**src/rtl/lvds7_pkg.sv**
```systemverilog
package lvds7_pkg;
  localparam int WORD_BITS = 7;
  // Forwarded-clock shape over one word, earliest bit in the MSB
  localparam logic [WORD_BITS-1:0] CLK_SHAPE = 7'b1100011;

  typedef enum logic [1:0] {
    ST_SEARCH  = 2'd0,
    ST_CONFIRM = 2'd1,
    ST_LOCK    = 2'd2
  } align_st_t;
endpackage

```
**src/rtl/deser7_gearbox.sv**
```systemverilog
// Per-lane 2-bit to word gearbox: keeps the last WORD+1 serial bits and
// offers the two word-sized slices that can end in the current cycle.
module deser7_gearbox #(
  parameter int WORD = 7
) (
  input  logic            clk,
  input  logic            rst,
  input  logic [1:0]      pair,
  output logic [WORD-1:0] slice_late,
  output logic [WORD-1:0] slice_early
);
  logic [WORD-2:0] hist;
  logic [WORD:0]   nwin;

  // newest bit lands in bit 0, so the oldest bit of a slice is its MSB
  assign nwin = {hist, pair};

  always_ff @(posedge clk) begin
    if (rst) hist <= '0;
    else     hist <= nwin[WORD-2:0];
  end

  assign slice_late  = nwin[WORD-1:0];
  assign slice_early = nwin[WORD:1];
endmodule

```
**src/rtl/deser7_phase.sv**
```systemverilog
// Counts received bits modulo WORD; gives the count after this cycle's
// pair and the count one bit earlier.
module deser7_phase #(
  parameter int WORD = 7
) (
  input  logic                     clk,
  input  logic                     rst,
  output logic [$clog2(WORD)-1:0]  ncnt,
  output logic [$clog2(WORD)-1:0]  nprev
);
  localparam int CW = $clog2(WORD);
  logic [CW-1:0] cnt;

  always_comb begin
    if (cnt >= CW'(WORD - 2)) ncnt = cnt - CW'(WORD - 2);
    else                      ncnt = cnt + CW'(2);
    if (ncnt == '0) nprev = CW'(WORD - 1);
    else            nprev = ncnt - CW'(1);
  end

  always_ff @(posedge clk) begin
    if (rst) cnt <= '0;
    else     cnt <= ncnt;
  end
endmodule

```
**src/rtl/deser7_align.sv**
```systemverilog
// Boundary search, confirmation, lock and loss-of-lock on the clock lane.
module deser7_align import lvds7_pkg::*; #(
  parameter int              WORD       = 7,
  parameter int              LOCK_WORDS = 4,
  parameter int              MISS_WORDS = 2,
  parameter logic [WORD-1:0] SHAPE      = CLK_SHAPE
) (
  input  logic                    clk,
  input  logic                    rst,
  input  logic [$clog2(WORD)-1:0] ncnt,
  input  logic [$clog2(WORD)-1:0] nprev,
  input  logic [WORD-1:0]         clk_late,
  input  logic [WORD-1:0]         clk_early,
  output logic                    pick_early,
  output logic                    emit,
  output logic                    locked
);
  localparam int CW = $clog2(WORD);
  localparam int HW = $clog2(LOCK_WORDS + 1);
  localparam int MW = $clog2(MISS_WORDS + 1);

  align_st_t     st, st_n;
  logic [CW-1:0] off, off_n;
  logic [HW-1:0] hits, hits_n;
  logic [MW-1:0] miss, miss_n;
  logic          ev_late, ev_early, ev, hit;
  logic          lock_q;

  assign ev_late    = (st != ST_SEARCH) && (ncnt  == off);
  assign ev_early   = (st != ST_SEARCH) && (nprev == off);
  assign ev         = ev_late || ev_early;
  assign hit        = (ev_early ? clk_early : clk_late) == SHAPE;
  assign pick_early = ev_early;

  always_comb begin
    st_n   = st;
    off_n  = off;
    hits_n = hits;
    miss_n = miss;
    unique case (st)
      ST_SEARCH: begin
        if (clk_late == SHAPE) begin
          off_n  = ncnt;
          st_n   = ST_CONFIRM;
          hits_n = HW'(1);
        end else if (clk_early == SHAPE) begin
          off_n  = nprev;
          st_n   = ST_CONFIRM;
          hits_n = HW'(1);
        end
      end
      ST_CONFIRM: begin
        if (ev) begin
          if (!hit) begin
            st_n   = ST_SEARCH;
            hits_n = '0;
          end else if (hits == HW'(LOCK_WORDS - 1)) begin
            st_n   = ST_LOCK;
            miss_n = '0;
          end else begin
            hits_n = hits + HW'(1);
          end
        end
      end
      ST_LOCK: begin
        if (ev) begin
          if (hit) begin
            miss_n = '0;
          end else if (miss == MW'(MISS_WORDS - 1)) begin
            st_n   = ST_SEARCH;
            hits_n = '0;
            miss_n = '0;
          end else begin
            miss_n = miss + MW'(1);
          end
        end
      end
      default: st_n = ST_SEARCH;
    endcase
  end

  assign emit = ev && (st_n == ST_LOCK);

  always_ff @(posedge clk) begin
    if (rst) begin
      st     <= ST_SEARCH;
      off    <= '0;
      hits   <= '0;
      miss   <= '0;
      lock_q <= 1'b0;
    end else begin
      st     <= st_n;
      off    <= off_n;
      hits   <= hits_n;
      miss   <= miss_n;
      lock_q <= (st_n == ST_LOCK);
    end
  end

  assign locked = lock_q;
endmodule

```
**src/rtl/deser7_rx.sv**
```systemverilog
// Seven-to-one receive deserializer: gearboxes for every lane, clock-lane
// alignment and the registered parallel output.
module deser7_rx import lvds7_pkg::*; #(
  parameter int LANES      = 4,
  parameter int WORD       = WORD_BITS,
  parameter int LOCK_WORDS = 4,
  parameter int MISS_WORDS = 2
) (
  input  logic                  clk,
  input  logic                  rst,
  input  logic [1:0]            clk_lane_bits,
  input  logic [2*LANES-1:0]    data_lane_bits,
  output logic [LANES*WORD-1:0] word_out,
  output logic                  word_vld,
  output logic                  locked
);
  localparam int CW    = $clog2(WORD);
  localparam int OUT_W = LANES * WORD;

  logic [CW-1:0]    ncnt, nprev;
  logic [WORD-1:0]  ck_late, ck_early;
  logic             pick_early, emit;
  logic [OUT_W-1:0] word_nxt;

  deser7_phase #(.WORD(WORD)) u_phase (
    .clk   (clk),
    .rst   (rst),
    .ncnt  (ncnt),
    .nprev (nprev)
  );

  deser7_gearbox #(.WORD(WORD)) u_ck_gear (
    .clk         (clk),
    .rst         (rst),
    .pair        (clk_lane_bits),
    .slice_late  (ck_late),
    .slice_early (ck_early)
  );

  deser7_align #(
    .WORD       (WORD),
    .LOCK_WORDS (LOCK_WORDS),
    .MISS_WORDS (MISS_WORDS)
  ) u_align (
    .clk        (clk),
    .rst        (rst),
    .ncnt       (ncnt),
    .nprev      (nprev),
    .clk_late   (ck_late),
    .clk_early  (ck_early),
    .pick_early (pick_early),
    .emit       (emit),
    .locked     (locked)
  );

  for (genvar g = 0; g < LANES; g++) begin : g_lane
    logic [WORD-1:0] d_late, d_early;

    deser7_gearbox #(.WORD(WORD)) u_gear (
      .clk         (clk),
      .rst         (rst),
      .pair        (data_lane_bits[2*g +: 2]),
      .slice_late  (d_late),
      .slice_early (d_early)
    );

    assign word_nxt[g*WORD +: WORD] = pick_early ? d_early : d_late;
  end

  always_ff @(posedge clk) begin
    if (rst) begin
      word_out <= '0;
      word_vld <= 1'b0;
    end else begin
      word_vld <= emit;
      if (emit) word_out <= word_nxt;
    end
  end
endmodule

```
**config.mk**
```make
export PLATFORM = sky130hd
export DESIGN_NAME = deser7_rx
export DESIGN_NICKNAME = d
export VERILOG_FILES = /design/src/rtl/lvds7_pkg.sv /design/src/rtl/deser7_gearbox.sv /design/src/rtl/deser7_phase.sv /design/src/rtl/deser7_align.sv /design/src/rtl/deser7_rx.sv
export SDC_FILE = /design/constraint.sdc
export NUM_CORES = 1
export LEC_CHECK = 0
export BUFFER_PORTS_ARGS = -buffer_cell sky130_fd_sc_hd__buf_2
export CAP_MARGIN = 20
export CORE_ASPECT_RATIO = 0.75
export CORE_MARGIN = 1.5
export CORE_UTILIZATION = 53
export DETAILED_ROUTE_END_ITERATION = 8
export PLACE_DENSITY = 0.74
export SLEW_MARGIN = 0
export SYNTH_ARGS = -nofsm -noshare
export SYNTH_HDL_FRONTEND = slang
export SYNTH_SLANG_ARGS = --single-unit
```
**constraint.sdc**
```tcl
create_clock -name clk -period 7.9 [get_ports clk]
set_input_delay 1.58 -clock clk [delete_from_list [all_inputs] [get_ports clk]]
set_output_delay 1.58 -clock clk [all_outputs]
set_load 0.01 [all_outputs]
```
Yosys cells after proc, flatten, opt, wreduce, memory -nomap -nowiden
Index checks and enable logic that the tools add are counted.

word-level totals
  bits in registers = 73
  input port bits = 12
  output and inout port bits = 30
  logic and storage cells = 84

operators by class
  add/subtract/negate cells = 5
  $lt $le $gt $ge = 1
  equal/unequal tests = 18
  mux-type cells = 34
  reduce and logical (&&, ||, !) cells = 13

operator list
  operator                                              count
  two-way mux 3 bit                                     12
  two-way mux 7 bit                                     5
  two-way mux 2 bit                                     14
  equality test 7 bit (second input constant)           3
  != test 2 x 1 -> 1 bit (second input constant)        5
  one-hot mux 3 bit (3 select lines)                    1
  AND reduction 7 bit                                   1
  equality test 3 bit                                   2
  one-hot mux 2 bit (3 select lines)                    1
  nonzero test 2 bit                                    3
  AND reduction 5 bit                                   1
  equality test 2 x 1 -> 1 bit (second input constant)  2
  equality test 2 bit (second input constant)           2
  one-hot mux 2 bit (2 select lines)                    1
  adder 3 x 1 -> 3 bit (second input constant)          1
  adder 3 x 2 -> 3 bit (second input constant)          1
  equality test 3 x 2 -> 1 bit (second input constant)  1
  >= comparator 3 bit (second input constant)           1
  logical AND 1 bit                                     3
  logical NOT 3 bit                                     1
  != test 3 x 1 -> 1 bit (second input constant)        1
  != test 3 bit (second input constant)                 1
  nonzero test 3 bit                                    1
  subtractor 3 x 1 -> 3 bit (second input constant)     1
  other kinds (6)                                       6

Depth between registers and ports, before layout
Gate-level depths: netlist of the first run.

  depth in word-level cells = 13
  gate-level depth with buffers = 16

Modules after synthesis
From an unflattened synthesis of the first run, not the netlist that was laid out.

second synthesis, totals
  cell total of the unflattened synthesis = 355
  area, all modules = 3505.9 um2

modules (own cells, without submodules)
  module          times used  cells an instance  area an instance (um2)  seq. area each (um2)
  deser7_rx       1           126                1273.7                  580.6
  deser7_gearbox  5           20                 217.7                   120.1
  deser7_align    1           99                 857.1                   220.2
  deser7_phase    1           30                 286.5                   60.1

Least setup slack after synthesis of the first run
OpenSTA, ideal clock, no wires.

  kind = register to register
  start point = register u_phase.cnt[1]
  end point = register word_out[18]
  setup time = 0.143 ns
  data arrival time = 3.676 ns
  data required time = 7.757 ns
  setup slack = 4.081 ns
  cell stages (with the launch flop) = 17
  path buffers = 2
  clock period less this slack = 3.819 ns
  cell sequence = dfxtp_1 inv_1 ha_1 a221oi_2 mux2i_1 inv_1 ha_1 ha_1 xnor2_1 nor3_1 nand3_2 and2_1 o32ai_4 and3_1 buf_6 buf_6 a211oi_2

between the ends
  cells in the longest elaborated chain, start to end = 13
  elaborated cells on any way between the ends = 22

ends and longest elaborated chain
  item                                                                   RTL line                                text
  start: declaration                                                     deser7_phase.sv:12                      logic [CW-1:0] cnt;
  start signal: assignment                                               deser7_phase.sv:23                      else cnt <= ncnt;
  adder 3 x 2 -> 3 bit, or another cell as far along                     deser7_phase.sv:16                      else ncnt = cnt + CW'(2);
  two-way mux 3 bit (*)                                                  deser7_phase.sv:15                      if (cnt >= CW'(WORD - 2)) ncnt = cnt - CW'(WORD - 2);
  subtractor 3 x 1 -> 3 bit / logical NOT 3 bit (equally long branches)  deser7_phase.sv:18, deser7_phase.sv:17
  two-way mux 3 bit                                                      deser7_phase.sv:17                      if (ncnt == '0) nprev = CW'(WORD - 1);
  equality test 3 bit                                                    deser7_align.sv:30                      assign ev_early = (st != ST_SEARCH) && (nprev == off);
  logical AND 1 bit                                                      deser7_align.sv:30
  two-way mux 7 bit                                                      deser7_align.sv:32                      assign hit = (ev_early ? clk_early : clk_late) == SHAPE;
  equality test 7 bit                                                    deser7_align.sv:32
  two-way mux 2 bit (on tied branches)                                   deser7_align.sv:67, deser7_align.sv:54
  two-way mux 2 bit (on tied branches)                                   deser7_align.sv:66, deser7_align.sv:53
  one-hot mux 2 bit (3 select lines)                                     deser7_align.sv:40                      unique case (st)
  equality test 2 bit                                                    deser7_align.sv:82                      assign emit = ev && (st_n == ST_LOCK);
  logical AND 1 bit                                                      deser7_align.sv:82
  end signal: assignment                                                 deser7_rx.sv:76                         if (emit) word_out <= word_nxt;
  end: declaration                                                       deser7_rx.sv:13                         output logic [LANES*WORD-1:0] word_out,

Every way passes the cells marked *; elsewhere a longest branch is shown, timed or not.
A chain may end at the register's enable or synchronous reset.

Worst setup path in the final report of the first run
  start point = register u_phase.cnt[1]
  end point = register word_out[22]

Same word-level chain as after synthesis.

==> results of run 1 <==
[logic make-up after synthesis]
logic type | Yosys count | synth area share
simple gates | 88 | 0.153
mux | 33 | 0.0997
buf+inv | 36 | 0.0536
compound gates | 84 | 0.199
fa+ha+maj | 12 | 0.0446
flops | 73 | 0.435
xor+xnor | 6 | 0.0156
[through the flow]
| stage | area [um^2] | worst slack (ns) | instances |
|---|---|---|---|
| 6_report | 3750 | 2.04 | 447 |
| 5_1_grt | 3750 | 1.70 | 447 |
| 4_1_cts | 3750 | 2.05 | 447 |
| 3_5_place_dp | 3570 | 2.06 | 431 |
| 3_3_place_gp | 3570 | 2.25 | 431 |
| 2_1_floorplan | 3360 | 4.08 | 332 |
[routing by layer]
layer | vias to the layer above | wire [um] | share of wire | global-route usage
met1 | 1207 | 3200 | 0.48 | 0.262
met5 | - | 0 | 0 | 0
met4 | 0 | 34 | 0.0051 | 0.0547
met3 | 6 | 354 | 0.053 | 0.0692
li1 | 1263 | - | - | -
met2 | 58 | 3080 | 0.46 | 0.327
[registers in the layout (all words and copies together), names as in the netlist]
signal,flops
u_phase.cnt,3
u_align.st,2
u_align.hits,3
g_lane.u_gear.hist,24
u_align.locked,1
word_out,28
u_ck_gear.hist,6
word_vld,1
u_align.off,3
u_align.miss,2
[area by class of cell]
cell class | instances | area, um^2
clock inverters | 6 | 42.5
clock buffers | 10 | 138
inverters | 11 | 41.3
fillers | 530 | 2220
well taps | 78 | 97.6
flip-flops and latches | 73 | 1460
multi-input cells | 223 | 1730
repair buffers | 46 | 243
[worst register-to-register path, delay by kind of cell, from the launching register on]
kind / cells / cell delay [ns]
multiplexers: 1 / 0.35
XOR/XNOR: 1 / 0.13
flip-flops: 1 / 0.35
AO/OA/AOI/OAI: 3 / 0.68
buffers and inverters: 4 / 0.87
AND/OR/NAND/NOR: 4 / 2.61
adder cells (fa/ha/maj): 3 / 0.74
[cell usage in the layout (no fill, tap or decap), types with 5 or more instances in the layout]
cell,count
a211oi_1,20
clkbuf_8,10
dfxtp_1,73
mux2i_1,31
nor2b_1,33
ha_1,12
nand2b_1,6
buf_4,5
nor3_1,5
a211oi_2,10
nand2_1,7
nor2_1,15
a31oi_1,30
xnor2_1,6
a21oi_1,8
inv_1,11
buf_2,41
[path summary, 6_finish.rpt]
kind              cells after the start                         start  slack (ns)                            to
setup reg to reg                     16     u_phase.cnt[1]$_SDFF_PP0_        2.04     word_out[22]$_SDFFE_PP0P_
hold reg to reg                       1  u_ck_gear.hist[2]$_SDFF_PP0_        0.47  u_ck_gear.hist[4]$_SDFF_PP0_
hold / removal                        1  u_ck_gear.hist[2]$_SDFF_PP0_        0.47  u_ck_gear.hist[4]$_SDFF_PP0_
setup / recovery                     16     u_phase.cnt[1]$_SDFF_PP0_        2.04     word_out[22]$_SDFFE_PP0P_
[cell usage after synthesis (all sizes together), types with 2 or more instances]
master / number / area (um^2)
and2: 3 / 18.8
nand2b: 6 / 37.5
nand2: 7 / 26.3
ha: 12 / 150
nand3b: 4 / 30.0
buf: 13 / 93.8
nand4: 3 / 18.8
a21oi: 9 / 48.8
nor2: 15 / 56.3
mux2i: 32 / 324
and3: 3 / 18.8
nor3: 5 / 25.0
nor2b: 33 / 206
o21ai: 6 / 37.5
inv: 11 / 41.3
clkbuf: 12 / 45.0
nand3: 2 / 15.0
dfxtp: 73 / 1460
a211oi: 30 / 275
a31oi: 32 / 215
xnor2: 6 / 52.6
[power by group]
part            total, W  internal, W  switching, W
combinational  0.0000908    0.0000419     0.0000489
clock           0.000263     0.000123      0.000141
sequential      0.000386     0.000377    0.00000858
==> impl_metrics.py, run 1 <==
metrics = {
    "finish": {
        "post-route-util": 0.628,
        "syn_to_final_growth_pct": 11.5,
        "drive_above_1_share": 0.233,
        "layout.nets": 388,
        "diodes": 0,
    },
    "timing": {
        "final_hold_viol_count": 0,
        "period_share": 0.741,
        "rsz0062_at_grt": "false",
        "holdWs_ns": 0.470,
        "min_period_ns": 5.86,
        "tightest_slew_ns": 0.941,
        "max_freq_ghz": 0.171,
        "slew_viol_final": 0,
        "finalClockSkew_ns": 0.00952,
        "slew_headroom": 0.373,
        "setup_viol": 0,
        "setup_tns_ns": 0,
    },
    "clocking": {
        "root_buffer": "clkbuf_8",
        "cts_resized": 0,
        "hold_buffers": 0,
        "htreeDepth": 3,
        "cts_tree": "yes",
        "clock-sinks": 73,
        "clock_path_buffers": 2,
        "path_clk_slew_ns": 0.08,
        "clkLatencyLatePin_ns": 0.35,
        "cts_inserted_buffers": 9,
        "post_cts_buffers": 0,
    },
    "critical_path": {
        "critPathLaunchType": "flip-flop",
        "cpMostUsedCell": "ha_1",
        "critPathMaxFanout": 30,
        "slowest_stage": "and3_1",
        "critPathArrivalTime_ns": 6.05,
        "critPathKind": "reg -> reg",
        "end_kind": "flip-flop",
        "cpPeakStageDelay_ns": 0.85,
        "crit_buf_inv": 4,
        "critPathTopFamily": "simple AND/OR/NAND/NOR gates",
        "worst_ep_required_time_ns": 8.10,
        "crit_chain": "inv_1 -> ha_1 -> a221oi_2 -> mux2i_1 -> inv_1 -> ha_1 -> ha_1 -> xnor2_1 -> nor3_1 -> nand3_2 -> and2_1 -> o32ai_4 -> buf_4 -> and3_1 -> buf_4 -> a211oi_2",
    },
    "route": {
        "wl_per_cell_um": 14.9,
        "drc": 0,
        "postRouteAntennaNets": 0,
        "initialDrtViolationCount": 97,
        "firstDrtPassIters": 4,
        "wl_um": 6670,
        "viasPerCell": 5.67,
        "num_vias": 2534,
    },
    "die": {
        "start_util": 0.563,
        "coreArea_um2": 5980,
        "num_rows": 24,
        "fp.dieArea_um2": 6840,
        "ios": 42,
        "die_x_um": 95.0,
        "die_y_um": 72.0,
    },
    "synthesis": {
        "syn_inst": 332,
        "synthesis.nets": 356,
        "seq_area_frac_synth": 0.435,
        "syn_area_per_cell_um2": 10.1,
        "syn-cell-area_um2": 3360,
        "synth-edff-count": 0,
        "async_flop_share": 0,
        "yosysUniqueCellTypes": 45,
        "yosysWarnings": 0,
        "ys_seq_elements": 73,
        "synth-main-ff-cell": "dfxtp_1",
    },
    "place": {
        "hpwlAfterDp_um": 4500,
        "gp_congestion": 0.828,
        "io_buffers": 41,
    },
    "global_route": {
        "grt_pass1_wl_um": 10800,
        "grt_usage": 0.203,
        "overflow": 0,
        "grt_max_degree": 75,
        "grt_pass1_vias": 2345,
        "antenna_found_initial": 0,
    },
    "flow_run": {
        "max_cap_violations": 0,
    },
    "pwr": {
        "p_leak_nw": 1.54,
        "total_power_w": 0.000740,
        "power-per-cell-area_nw_per_um2": 197,
        "vdd_drop_max_v": 0.000155,
    },
    "run_status": {
        "run_status": "finished clean",
    },
    "worst_hold_path": {
        "holdCritPathClass": "reg -> reg",
    },
}
Note: power is estimated with default switching activity, not from simulation.
==> run 2, diff against run 1 <==
CORE_UTILIZATION = 52   (was 53)
PLACE_DENSITY = 0.76   (was 0.74)
clock period = 4.75 ns   (was 7.9 ns; I/O delays follow)
==> run 2 against run 1 <==
Effect of this change:
- first-iteration DRC count up 41%
- sequential share of layout area down 0.19 points
- clock power grew 75%
- register-to-register slack worse by 1.5 ns
- wire length grew 3.7%
- via count rose by 0.39%
- global-route usage rose by 1.1 points
- critical endpoint is now word_out[11]$_SDFFE_PP0P_
- worst setup slack lost 1.5 ns
==> impl_metrics.py, run 2 (synthesis results as in run 1) <==
metrics = {
    "run_status": {
        "run_status": "finished clean",
    },
    "finish": {
        "reg.largest.list": "word_out (28), g_lane.u_gear.hist (24), u_ck_gear.hist (6)",
        "diodes": 0,
        "syn_to_final_growth_pct": 12.1,
        "top_register": "word_out",
        "largest_register_ffs": 28,
        "final_cells": 449,
        "mostFrequentLayoutCell": "dfxtp_1",
        "post-route-util": 0.600,
        "drive_above_1_share": 0.234,
        "final_cell_mix": "dfxtp_1 (73), buf_2 (41), nor2b_1 (33)",
        "layout.nets": 389,
    },
    "critical_path": {
        "critPathMaxFanout": 29,
        "crit_chain": "inv_1 -> ha_1 -> a221oi_2 -> mux2i_1 -> inv_1 -> ha_1 -> ha_1 -> xnor2_1 -> nor3_2 -> and4_4 -> o21ai_2 -> a31oi_2 -> buf_4 -> and3_1 -> buf_4 -> a211oi_1",
        "slowest_stage": "dfxtp_1",
        "critPathLaunchType": "flip-flop",
        "end_kind": "flip-flop",
        "critPathTopFamily": "simple AND/OR/NAND/NOR gates",
        "crit_buf_inv": 4,
        "cpPeakStageDelay_ns": 0.35,
        "critPathKind": "reg -> reg",
        "cpMostUsedCell": "ha_1",
        "worst_ep_required_time_ns": 4.95,
        "critPathArrivalTime_ns": 4.41,
    },
    "timing": {
        "max_freq_ghz": 0.238,
        "tightest_slew_ns": 0.634,
        "setup_viol": 0,
        "final_hold_viol_count": 0,
        "min_period_ns": 4.21,
        "slew_viol_final": 0,
        "rsz0062_at_grt": "false",
        "slew_headroom": 0.577,
        "finalClockSkew_ns": 0.00899,
        "setup_tns_ns": 0,
        "holdWs_ns": 0.451,
        "period_share": 0.886,
    },
    "global_route": {
        "grt_pass1_vias": 2415,
        "overflow": 0,
        "grt_pass1_wl_um": 11400,
        "grt_usage": 0.214,
        "antenna_found_initial": 0,
        "grt_max_degree": 40,
    },
    "die": {
        "start_util": 0.535,
        "die_y_um": 72.6,
        "fp.dieArea_um2": 6960,
        "ios": 42,
        "num_rows": 25,
        "die_x_um": 95.9,
        "coreArea_um2": 6290,
    },
    "pwr": {
        "clkPwrFrac": 0.367,
        "p_sw_frac": 0.256,
        "p_switching_w": 0.000322,
        "p_leak_nw": 1.54,
        "combinationalPowerShare": 0.122,
        "power-per-cell-area_nw_per_um2": 333,
        "p_seq_frac": 0.512,
        "vdd_drop_max_v": 0.000185,
        "internal_power_w": 0.000933,
    },
    "place": {
        "gp_congestion": 0.844,
        "dpl.cell_count": 435,
        "hpwlAfterDp_um": 4590,
        "io_buffers": 41,
    },
    "route": {
        "drc": 0,
        "postRouteAntennaNets": 0,
        "initialDrtViolationCount": 137,
        "num_vias": 2544,
        "wl_per_cell_um": 15.4,
        "viasPerCell": 5.67,
        "firstDrtPassIters": 4,
        "wl_um": 6910,
    },
    "clocking": {
        "post_cts_buffers": 0,
        "cts_tree": "yes",
        "clkLatencyLatePin_ns": 0.35,
        "clock_path_buffers": 2,
        "clock-sinks": 73,
        "path_clk_slew_ns": 0.08,
        "cts_inserted_buffers": 9,
        "root_buffer": "clkbuf_8",
        "htreeDepth": 3,
    },
    "flow_run": {
        "max_cap_violations": 0,
    },
    "worst_hold_path": {
        "holdCritPathClass": "reg -> reg",
    },
}
==> run 2: changes by cell type in the layout (fill, tap and decap cells not counted), sizes merged <==
cell and delta:
buf +1, bufinv +1, clkbuf -1, clkinv -1, inv -1
==> run 2: worst paths after layout <==
kind	endpoint	cells past startpoint	slack, ns	start
worst max-delay path	word_out[11]$_SDFFE_PP0P_	16	0.54	u_phase.cnt[1]$_SDFF_PP0_
worst min-delay path	u_align.miss[1]$_SDFFE_PP0P_	2	0.45	u_align.miss[1]$_SDFFE_PP0P_
worst max register to register	word_out[11]$_SDFFE_PP0P_	16	0.54	u_phase.cnt[1]$_SDFF_PP0_
worst min register to register	u_align.miss[1]$_SDFFE_PP0P_	2	0.45	u_align.miss[1]$_SDFFE_PP0P_
==> run 2: power groups by stage <==
stage | clock [W] | combinational, W | sequential (W)
floorplan | 0 | 0.000123 | 0.000652
global placement | 0 | 0.000144 | 0.000655
detailed placement | 0 | 0.000151 | 0.000656
CTS | 0.000470 | 0.000151 | 0.000642
global route | 0.000500 | 0.000170 | 0.000645
finish | 0.000460 | 0.000153 | 0.000642
==> run 2: stage by stage <==
step           total power [W]  area [um^2]  worst slack (ns)
6_report               0.00126         3770             0.542
4_1_cts                0.00126         3760             0.324
3_3_place_gp          0.000799         3580             0.525
2_1_floorplan         0.000776         3360             0.931
3_5_place_dp          0.000807         3580             0.341
5_1_grt                0.00131         3770             0.230
==> run 2: metal layers <==
metal	track usage	vias up	routed length, um
met2	0.330	52	3120
met3	0.0740	8	271
met1	0.283	1215	3450
li1	-	1269	-
met4	0.0621	0	71
met5	0	-	0
==> run 2: what timing repair did <==
item | CTS | global route
setup endpoints to repair | 0 | 2
hold buffers | 0 | 0
resized for setup | 0 | 1
==> run 2: area by class of cell <==
type / instances / area [um^2]
Sequential cell: 73 / 1460
Multi-Input combinational cell: 223 / 1730
Fill cell: 549 / 2520
Inverter: 11 / 41.3
Clock buffer: 9 / 124
Timing Repair Buffer: 47 / 250
Clock inverter: 5 / 58.8
Tap cell: 81 / 101
==> run 2: worst min-delay path: stages, from the launching register on <==
cell and delay [ns]:
dfxtp_1 0.31, nand2b_1 0.06, a21oi_1 0.04
